**config.mk**
```make
export PLATFORM = sky130hd
export DESIGN_NAME = eeprom_page_writer
export DESIGN_NICKNAME = d
export VERILOG_FILES = /design/src/rtl/eeprom_page_writer.sv
export SDC_FILE = /design/constraint.sdc
export NUM_CORES = 1
export LEC_CHECK = 0
export CORE_ASPECT_RATIO = 1.25
export CORE_MARGIN = 2
export CORE_UTILIZATION = 37
export CTS_CLUSTER_DIAMETER = 100
export CTS_CLUSTER_SIZE = 14
export DETAILED_ROUTE_END_ITERATION = 10
export DONT_BUFFER_PORTS = 1
export PLACE_DENSITY = 0.59
export SLEW_MARGIN = 10
export SYNTH_ARGS = -nofsm -noshare
export SYNTH_HDL_FRONTEND = slang
export SYNTH_SLANG_ARGS = --single-unit
```
**constraint.sdc**
```tcl
create_clock -name clk -period 7.05 [get_ports clk]
set_input_delay 1.41 -clock clk [delete_from_list [all_inputs] [get_ports clk]]
set_output_delay 1.41 -clock clk [all_outputs]
set_load 0.005 [all_outputs]
```
**src/rtl/eeprom_page_writer.sv**
```systemverilog
module eeprom_page_writer #(
  parameter int CLK_DIV = 2,
  parameter int CS_GAP  = 4,
  parameter int AW      = 7,
  parameter int LW      = 8
) (
  input  logic          clk,
  input  logic          rst_n,
  input  logic          start,
  input  logic [AW-1:0] start_addr,
  input  logic [LW-1:0] length,
  output logic          busy,
  output logic          done,
  output logic          byte_req,
  input  logic [7:0]    byte_data,
  output logic          sck,
  output logic          cs_n,
  output logic          mosi,
  input  logic          miso
);
  localparam int PW = 4;
  localparam int DW = $clog2(CLK_DIV + 1);
  localparam int GW = $clog2(CS_GAP + 1);
  localparam logic [PW:0] PAGE = (PW+1)'(1 << PW);
  localparam logic [7:0] OP_WREN  = 8'h06;
  localparam logic [7:0] OP_WRITE = 8'h02;
  localparam logic [7:0] OP_RDSR  = 8'h05;

  typedef enum logic [1:0] {S_IDLE, S_GAP, S_XFER} st_t;
  typedef enum logic [1:0] {F_WREN, F_WRITE, F_POLL} frm_t;

  st_t           st;
  frm_t          frm;
  logic [7:0]    sh, rx;
  logic [2:0]    bit_i;
  logic [1:0]    idx;
  logic          sck_r, cs_r, done_r;
  logic [DW-1:0] div;
  logic [GW-1:0] gap;
  logic [AW-1:0] addr;
  logic [LW-1:0] left;
  logic [PW:0]   burst;

  wire          tick     = (div == DW'(CLK_DIV - 1));
  wire          byte_end = (st == S_XFER) && tick && sck_r && (bit_i == 3'd7);
  wire [PW:0]   room     = PAGE - {1'b0, addr[PW-1:0]};
  wire [PW:0]   burst_n  = (left < LW'(room)) ? left[PW:0] : room;

  assign busy     = (st != S_IDLE);
  assign done     = done_r;
  assign sck      = sck_r;
  assign cs_n     = cs_r;
  assign mosi     = !cs_r && sh[7];
  assign byte_req = byte_end && (frm == F_WRITE) &&
                    ((idx == 2'd1) || (idx == 2'd2 && burst != (PW+1)'(1)));

  always_ff @(posedge clk or negedge rst_n) begin
    if (!rst_n) begin
      st <= S_IDLE; frm <= F_WREN;
      sh <= '0; rx <= '0; bit_i <= '0; idx <= '0;
      sck_r <= 1'b0; cs_r <= 1'b1; done_r <= 1'b0;
      div <= '0; gap <= '0; addr <= '0; left <= '0; burst <= '0;
    end else begin
      done_r <= 1'b0;
      case (st)
        S_IDLE: begin
          if (start) begin
            if (length == '0) begin
              done_r <= 1'b1;
            end else begin
              addr <= start_addr;
              left <= length;
              frm  <= F_WREN;
              gap  <= '0;
              st   <= S_GAP;
            end
          end
        end
        S_GAP: begin
          if (gap == GW'(CS_GAP - 1)) begin
            st    <= S_XFER;
            cs_r  <= 1'b0;
            idx   <= '0;
            bit_i <= '0;
            div   <= '0;
            case (frm)
              F_WREN:  begin sh <= OP_WREN; burst <= burst_n; end
              F_WRITE: sh <= OP_WRITE;
              default: sh <= OP_RDSR;
            endcase
          end else begin
            gap <= gap + 1'b1;
          end
        end
        S_XFER: begin
          div <= tick ? '0 : div + 1'b1;
          if (tick) begin
            if (!sck_r) begin
              sck_r <= 1'b1;
              rx    <= {rx[6:0], miso};
            end else begin
              sck_r <= 1'b0;
              if (bit_i != 3'd7) begin
                bit_i <= bit_i + 1'b1;
                sh    <= {sh[6:0], 1'b0};
              end else begin
                bit_i <= '0;
                case (frm)
                  F_WREN: begin
                    cs_r <= 1'b1; gap <= '0; st <= S_GAP; frm <= F_WRITE;
                  end
                  F_WRITE: begin
                    if (idx == 2'd0) begin
                      sh  <= 8'(addr);
                      idx <= 2'd1;
                    end else if (idx == 2'd1) begin
                      sh  <= byte_data;
                      idx <= 2'd2;
                    end else begin
                      addr  <= addr + 1'b1;
                      left  <= left - 1'b1;
                      burst <= burst - 1'b1;
                      if (burst == (PW+1)'(1)) begin
                        cs_r <= 1'b1; gap <= '0; st <= S_GAP; frm <= F_POLL;
                      end else begin
                        sh <= byte_data;
                      end
                    end
                  end
                  default: begin
                    if (idx == 2'd0) begin
                      sh  <= 8'h00;
                      idx <= 2'd1;
                    end else begin
                      cs_r <= 1'b1;
                      gap  <= '0;
                      if (rx[0]) begin
                        st <= S_GAP; frm <= F_POLL;
                      end else if (left == '0) begin
                        st <= S_IDLE; done_r <= 1'b1;
                      end else begin
                        st <= S_GAP; frm <= F_WREN;
                      end
                    end
                  end
                endcase
              end
            end
          end
        end
        default: st <= S_IDLE;
      endcase
    end
  end

  a_r2_sck_idle: assert property (@(posedge clk) disable iff (!rst_n)
    cs_n |-> !sck);
  a_r2_mosi_on_low: assert property (@(posedge clk) disable iff (!rst_n)
    !$stable(mosi) |-> !sck);
  a_r7_cs_gap: assert property (@(posedge clk) disable iff (!rst_n)
    $rose(cs_n) |=> cs_n);
  a_r5_in_page: assert property (@(posedge clk) disable iff (!rst_n)
    (!cs_n && frm == F_WRITE) |-> (burst != '0 && burst <= room));
  a_r9_done_idle: assert property (@(posedge clk) disable iff (!rst_n)
    done |-> !busy);
  a_r9_busy_end: assert property (@(posedge clk) disable iff (!rst_n)
    $fell(busy) |-> done);
  a_r8_req_framed: assert property (@(posedge clk) disable iff (!rst_n)
    byte_req |=> !cs_n);
endmodule

```
==> results of run 1 <==
==> worst max-delay path: cells and delay by family (launching register included) <==
family | cells | cell delay (ns)
adder cells (fa/ha/maj) | 2 | 0.65
AND/OR/NAND/NOR | 2 | 0.68
flip-flops | 1 | 0.39
==> Yosys cell counts, types with 3 or more instances <==
cell	number
a21o_1	7
a21oi_1	14
a221oi_1	3
a22o_1	12
a31oi_1	3
a32oi_1	7
clkbuf_1	10
dfrtp_1	45
ha_1	18
inv_1	22
mux2_2	15
mux2i_1	18
nand2_1	34
nand2b_1	6
nand3_1	15
nand3b_1	4
nand4_1	7
nor2_1	15
nor2b_1	12
nor3_1	7
nor3b_1	3
o211ai_1	3
o21ai_0	16
or2_2	5
or3_1	4
or4b_2	7
==> layout make-up <==
| type | count | area, um2 | area share (%) |
|---|---|---|---|
| clock buffers | 6 | 82.6 | 2.39 |
| inverters | 22 | 82.6 | 2.39 |
| repair buffers | 1 | 7.51 | 0.217 |
| flip-flops and latches | 46 | 1150 | 33.4 |
| well taps | 120 | 150 | 4.35 |
| multi-input cells | 268 | 1920 | 55.6 |
| clock inverters | 2 | 60.1 | 1.74 |
==> power breakdown <==
group	internal [W]	switching (W)
clock network	0.000151	0.0000930
registers	0.000368	0.000136
logic	0.000366	0.000457
==> metrics by stage <==
step | hold WS [ns] | power (W) | util (%) | std cells | cell area, um2
after detailed placement | 0.492 | 0.00133 | 38.5 | 457 | 3310
final | 0.513 | 0.00157 | 40.1 | 465 | 3450
after floorplan | 0.473 | 0.00116 | - | 352 | 3230
after global placement | 0.485 | 0.00131 | 38.5 | 457 | 3310
after global routing | 0.533 | 0.00171 | 40.1 | 465 | 3450
after CTS | 0.512 | 0.00158 | 40.1 | 465 | 3450
==> logic make-up after synthesis <==
family,Yosys count
compound gates,80
flops,46
buf+inv,38
fa+ha+maj,18
xor+xnor,4
simple gates,133
mux,33
==> routing by layer <==
| layer | vias to the layer above | wire [um] |
|---|---|---|
| met1 | 1239 | 3320 |
| met5 | - | 0 |
| li1 | 1277 | - |
| met2 | 51 | 3770 |
| met4 | 0 | 311 |
| met3 | 25 | 301 |
==> state kept, by name, indices dropped and copies added (netlist names), 3 cells and up <==
name	cells
gap	3
left	8
bit_i	3
sh	8
burst	5
addr	7
==> how the worst max path moves through the flow <==
stage / to / depth (start not counted) / slack, ns
after global placement: addr[5] / 5 / 3.77
after floorplan: addr[2] / 7 / 3.96
after global routing: byte_req / 4 / 3.44
after CTS: byte_req / 4 / 3.58
final: byte_req / 4 / 3.61
after detailed placement: left[5] / 5 / 3.71
==> results.ini, run 1 <==
[die]
core_um2 = 8610
fp.dieW_um = 87.6
io_pins = 33
dieHeight_um = 109
row_count = 38
die_area_um2 = 9510
start_util_pct = 37.6

[placed_design]
io_buffers = 0
place_ws_ns = 3.71
hpwl_um = 5620
gp_congestion = 0.782

[routing]
drc = 0
vias_per_cell = 5.57
num_vias = 2592
post_drt_wl_per_cell_um = 16.6
drtIter0Drc = 179
ant_nets = 0
wirelength_um = 7700
drtPass1Iterations = 4

[setup_path]
rrSetupSlack_ns = 4.05
cp-end-kind = output pin
cpMostUsedCell = ha_1
cp.arrival_ns = 2.03
path_cells = ha_1, ha_1, nand3_1, nor3_1
start_kind = register
cp_max_fo = 14
r2r-end = addr[6]
reg2reg_from = st[0]
r2r_cells = 7
worst_path_largest_cell_delay_ns = 0.49
startpoint = bit_i[0]
slowest_stage = ha_1
critPathKind = reg2out
cp_data_required_time_ns = 5.64

[yosys]
yosys.area_share.adder_pct = 6.96
syn_area_um2 = 3230
ys_ff_latch = 46
synth_top_family_by_area = simple AND/OR/NAND/NOR gates
synth-seq-area-share_pct = 35.6
netlist_instances = 352
yosys.area.top_type_share_pct = 34.8
yosys.cell_types.count = 56
avgSynthCellArea_um2 = 9.19
synth-edff-count = 0
synth-main-ff-cell = dfrtp_1
synth-xor-area-share_pct = 1.08
synth_compound_area_share_pct = 17.3
async_flop_share_pct = 100
synth_warnings = 0
yosys.area_share.simple_pct = 23.1
synth_area_leaders = dfrtp_1, ha_1, mux2i_1
synth_area_leader_cell = dfrtp_1
syn_nets = 397
synthMuxAreaShare_pct = 10.8

[sta]
hold_viol_final = 0
layout_worst_path_cycle_share_pct = 48.8
fin_skew_ns = 0.0104
worst_pin_slew_ns = 0.981
setup_slack_ns = 3.61
setup_violations = 0
fmax_mhz = 291
tns_ns = 0
slew_viol_final = 0
rsz0062_at_grt = false
min_period_ns = 3.44
max_slew_margin_pct = 34.4

[global_route]
grt_max_degree = 68
top_usage_layer = met2
grtUsageMet3_pct = 3.97
grt_first_pass_wirelength_um = 12400
grt_pass1_vias = 2534
track_usage_pct = 16.6
grt_use_met2_pct = 27.2
grtUsageMet1_pct = 20.0
overflow = 0
antenna_found_initial = 0

[pwr]
ir_drop_uv = 255
power_density_nw_per_um2 = 455
leakagePower_nw = 1.49

[cells_and_area]
drive_gt1_share_pct = 12.8
final.fill_count = 859
area_growth_pct = 6.81
diodes = 0
fin_nets = 389
layout_common_cells = dfrtp_1, nand2_1, inv_1, mux2i_1, ha_1
mostFrequentLayoutCell = dfrtp_1

[clock_tree]
cts_num_sinks = 46
cts_made_buffers = 5
cts_tree = built
clockBufferDepth = 2
cts_resized = 0
h-tree-depth = 2
cts.hold.buffers_added = 0
path_clk_slew_ns = 0.08
insertion_delay_ns = 0.31
postCtsSetupRepairBufs = 0
clock-root-buffer = clkbuf_8

[flow_run]
drv_cap = 0

[worst_hold_path]
hold_path_depth = 1
hp-start = sh[6]
min_path_type = reg2reg
hold_end = sh[6]

[outcome]
status = completed

Power figures use the tool's default switching activity.
==> run 2, diff against run 1 <==
Settings changed: PLACE_DENSITY 0.59 to 0.61.
Clock period 7.05 ns to 2.8 ns, I/O delays scaled along.
==> run 2 against run 1 <==
Effect of this change:
- register-to-register slack worse by 3.8 ns
- core utilization up 0.74 points
- sequential power up 140%
- clock skew down 0.0027 ns
- via count up 2.6%
- count of clock-buffer cells in the layout up 1
- flip-flop and latch count unchanged
- clock power up 76%
- highest routed layer unchanged
- first-iteration DRC count up 14%
- critical path depth up 3
==> results.ini, run 2 (synthesized netlist as in run 1, its figures left out) <==
[sta]
max_slew_margin_pct = 61.7  ; +27 points
slew_viol_final = 0  ; unchanged
fin_skew_ns = 0.00771  ; -0.00272 ns
rsz0062_at_grt = false
fmax_mhz = 395
tns_ns = 0  ; unchanged
worst_pin_slew_ns = 0.566  ; -0.415 ns
layout_worst_path_cycle_share_pct = 90.4
hold_viol_final = 0  ; unchanged
setup_violations = 0  ; unchanged
min_period_ns = 2.53

[cells_and_area]
mostFrequentLayoutCell = dfrtp_1
finish.utilization_pct = 40.9  ; +0.74 points
area_growth_pct = 8.78
fin_nets = 400  ; +2.8%
largest_registers = left: 8 flops, sh: 8 flops, addr: 7 flops
drive_gt1_share_pct = 15.2  ; +2.4 points
layout_common_cells = dfrtp_1, nand2_1, inv_1, mux2i_1, ha_1
multi_input_area_um2 = 1920  ; unchanged
final.fill_count = 878  ; +2.2%
diodes = 0  ; unchanged
layout.area.seq_um2 = 1150  ; unchanged

[setup_path]
r2r_cells = 7  ; unchanged
cp_data_required_time_ns = 3.03  ; -2.61 ns
worst_path_largest_cell_delay_ns = 0.71  ; +0.22 ns
path_cells = inv_1, ha_1, or4b_1, o31a_1, nand3_2, or4b_2, nand3_1
cp.arrival_ns = 2.76  ; +0.73 ns
critPathKind = reg2reg
cp_max_fo = 15  ; +1
slowest_stage = or4b_2
start_kind = register
cp-end-kind = register

[die]
row_count = 38  ; unchanged
fp.dieW_um = 87.6  ; unchanged
die_area_um2 = 9510  ; unchanged
core_um2 = 8610  ; unchanged
start_util_pct = 37.6  ; unchanged
dieHeight_um = 109  ; unchanged
io_pins = 33  ; unchanged

[clock_tree]
clock-root-buffer = clkbuf_8
cts_made_buffers = 5  ; unchanged
cts_num_sinks = 46  ; unchanged
path_clk_slew_ns = 0.09  ; about the same
h-tree-depth = 2  ; unchanged
clockBufferDepth = 2  ; unchanged
cts_tree = built
insertion_delay_ns = 0.30  ; about the same

[global_route]
track_usage_pct = 17.4  ; +0.80 points
antenna_found_initial = 0  ; unchanged
overflow = 0  ; unchanged
grt_first_pass_wirelength_um = 13000  ; +5.1%
grt_pass1_vias = 2651  ; +4.6%
grt_max_degree = 48  ; -29%

[routing]
vias_per_cell = 5.59  ; +0.25%
post_drt_wl_per_cell_um = 16.4  ; -0.80%
drc = 0  ; unchanged
ant_nets = 0  ; unchanged
num_vias = 2660  ; +2.6%
wirelength_um = 7820  ; +1.5%
drtIter0Drc = 204  ; +14%
drtPass1Iterations = 4  ; unchanged

[worst_hold_path]
min_path_type = in2async

[flow_run]
drv_cap = 0  ; unchanged

[pwr]
ir_drop_uv = 402  ; +58%
leakagePower_nw = 1.54  ; +2.8%
power_density_nw_per_um2 = 1110  ; +140%

[placed_design]
io_buffers = 0  ; unchanged
gp_congestion = 0.850  ; +8.8%
hpwl_um = 5870  ; +4.5%

[outcome]
status = completed

==> run 2: changes by cell type in the layout (fill, tap and decap cells not counted), sizes merged <==
cell and delta:
bufinv -2, buf +11, clkbuf +1, clkinv +1
==> run 2: per-stage QoR <==
stage | cell area [um2] | power [W] | instances | hold slack (ns) | worst slack, ns
2_1_floorplan | 3230 | 0.00291 | 352 | 0.264 | 0.390
3_3_place_gp | 3400 | 0.00340 | 467 | 0.266 | 0.451
3_5_place_dp | 3400 | 0.00345 | 467 | 0.266 | 0.305
4_1_cts | 3520 | 0.00392 | 476 | 0.0815 | 0.250
5_1_grt | 3520 | 0.00424 | 476 | 0.0787 | 0.0895
6_report | 3520 | 0.00389 | 476 | 0.0907 | 0.270
==> run 2: area by class of cell <==
cell class	instances	share of cell area [%]
Multi-Input combinational cell	268	54.6
Sequential cell	46	32.8
Tap cell	120	4.27
Timing Repair Buffer	12	3.49
Clock buffer	7	2.45
Inverter	22	2.35
Clock inverter	1	0.142
==> run 2: metal layers <==
layer	wire length, um	share of wire, %	global-route usage (%)
met4	154	2.0	6.48
met1	3450	44	22.1
met5	0	0	0
met2	4010	51	29.8
met3	207	2.6	2.44
==> run 2: critical path: cells and delay by family (launching register included) <==
kind | cells | cell delay [ns]
AND/OR/NAND/NOR | 4 | 1.36
flip-flops | 1 | 0.40
AO/OA/AOI/OAI | 1 | 0.37
adder cells (fa/ha/maj) | 1 | 0.26
buffers and inverters | 1 | 0.08
==> run 2: what timing repair did <==
| action | CTS | global route |
|---|---|---|
| gates resized for setup | 0 | 0 |
| hold buffers | 1 | 0 |
| endpoints found under the hold margin | 45 | 0 |
| setup buffers | 0 | 0 |
==> run 2: worst paths after layout <==
kind	to	slack [ns]	start
min in group clk	addr[4]	0.40	start_addr[4]
hold / removal	cs_n	0.09	rst_n
setup / recovery	addr[5]	0.27	st[0]
setup reg to reg	addr[5]	0.27	st[0]
max in group asynchronous	addr[6]	2.48	rst_n
hold reg to reg	sh[2]	0.51	sh[2]
==> run 2: power by group <==
| part | total [W] | internal, W | switching, W |
|---|---|---|---|
| clock | 0.000430 | 0.000200 | 0.000230 |
| sequential | 0.00123 | 0.000926 | 0.000301 |
| combinational | 0.00224 | 0.00102 | 0.00122 |
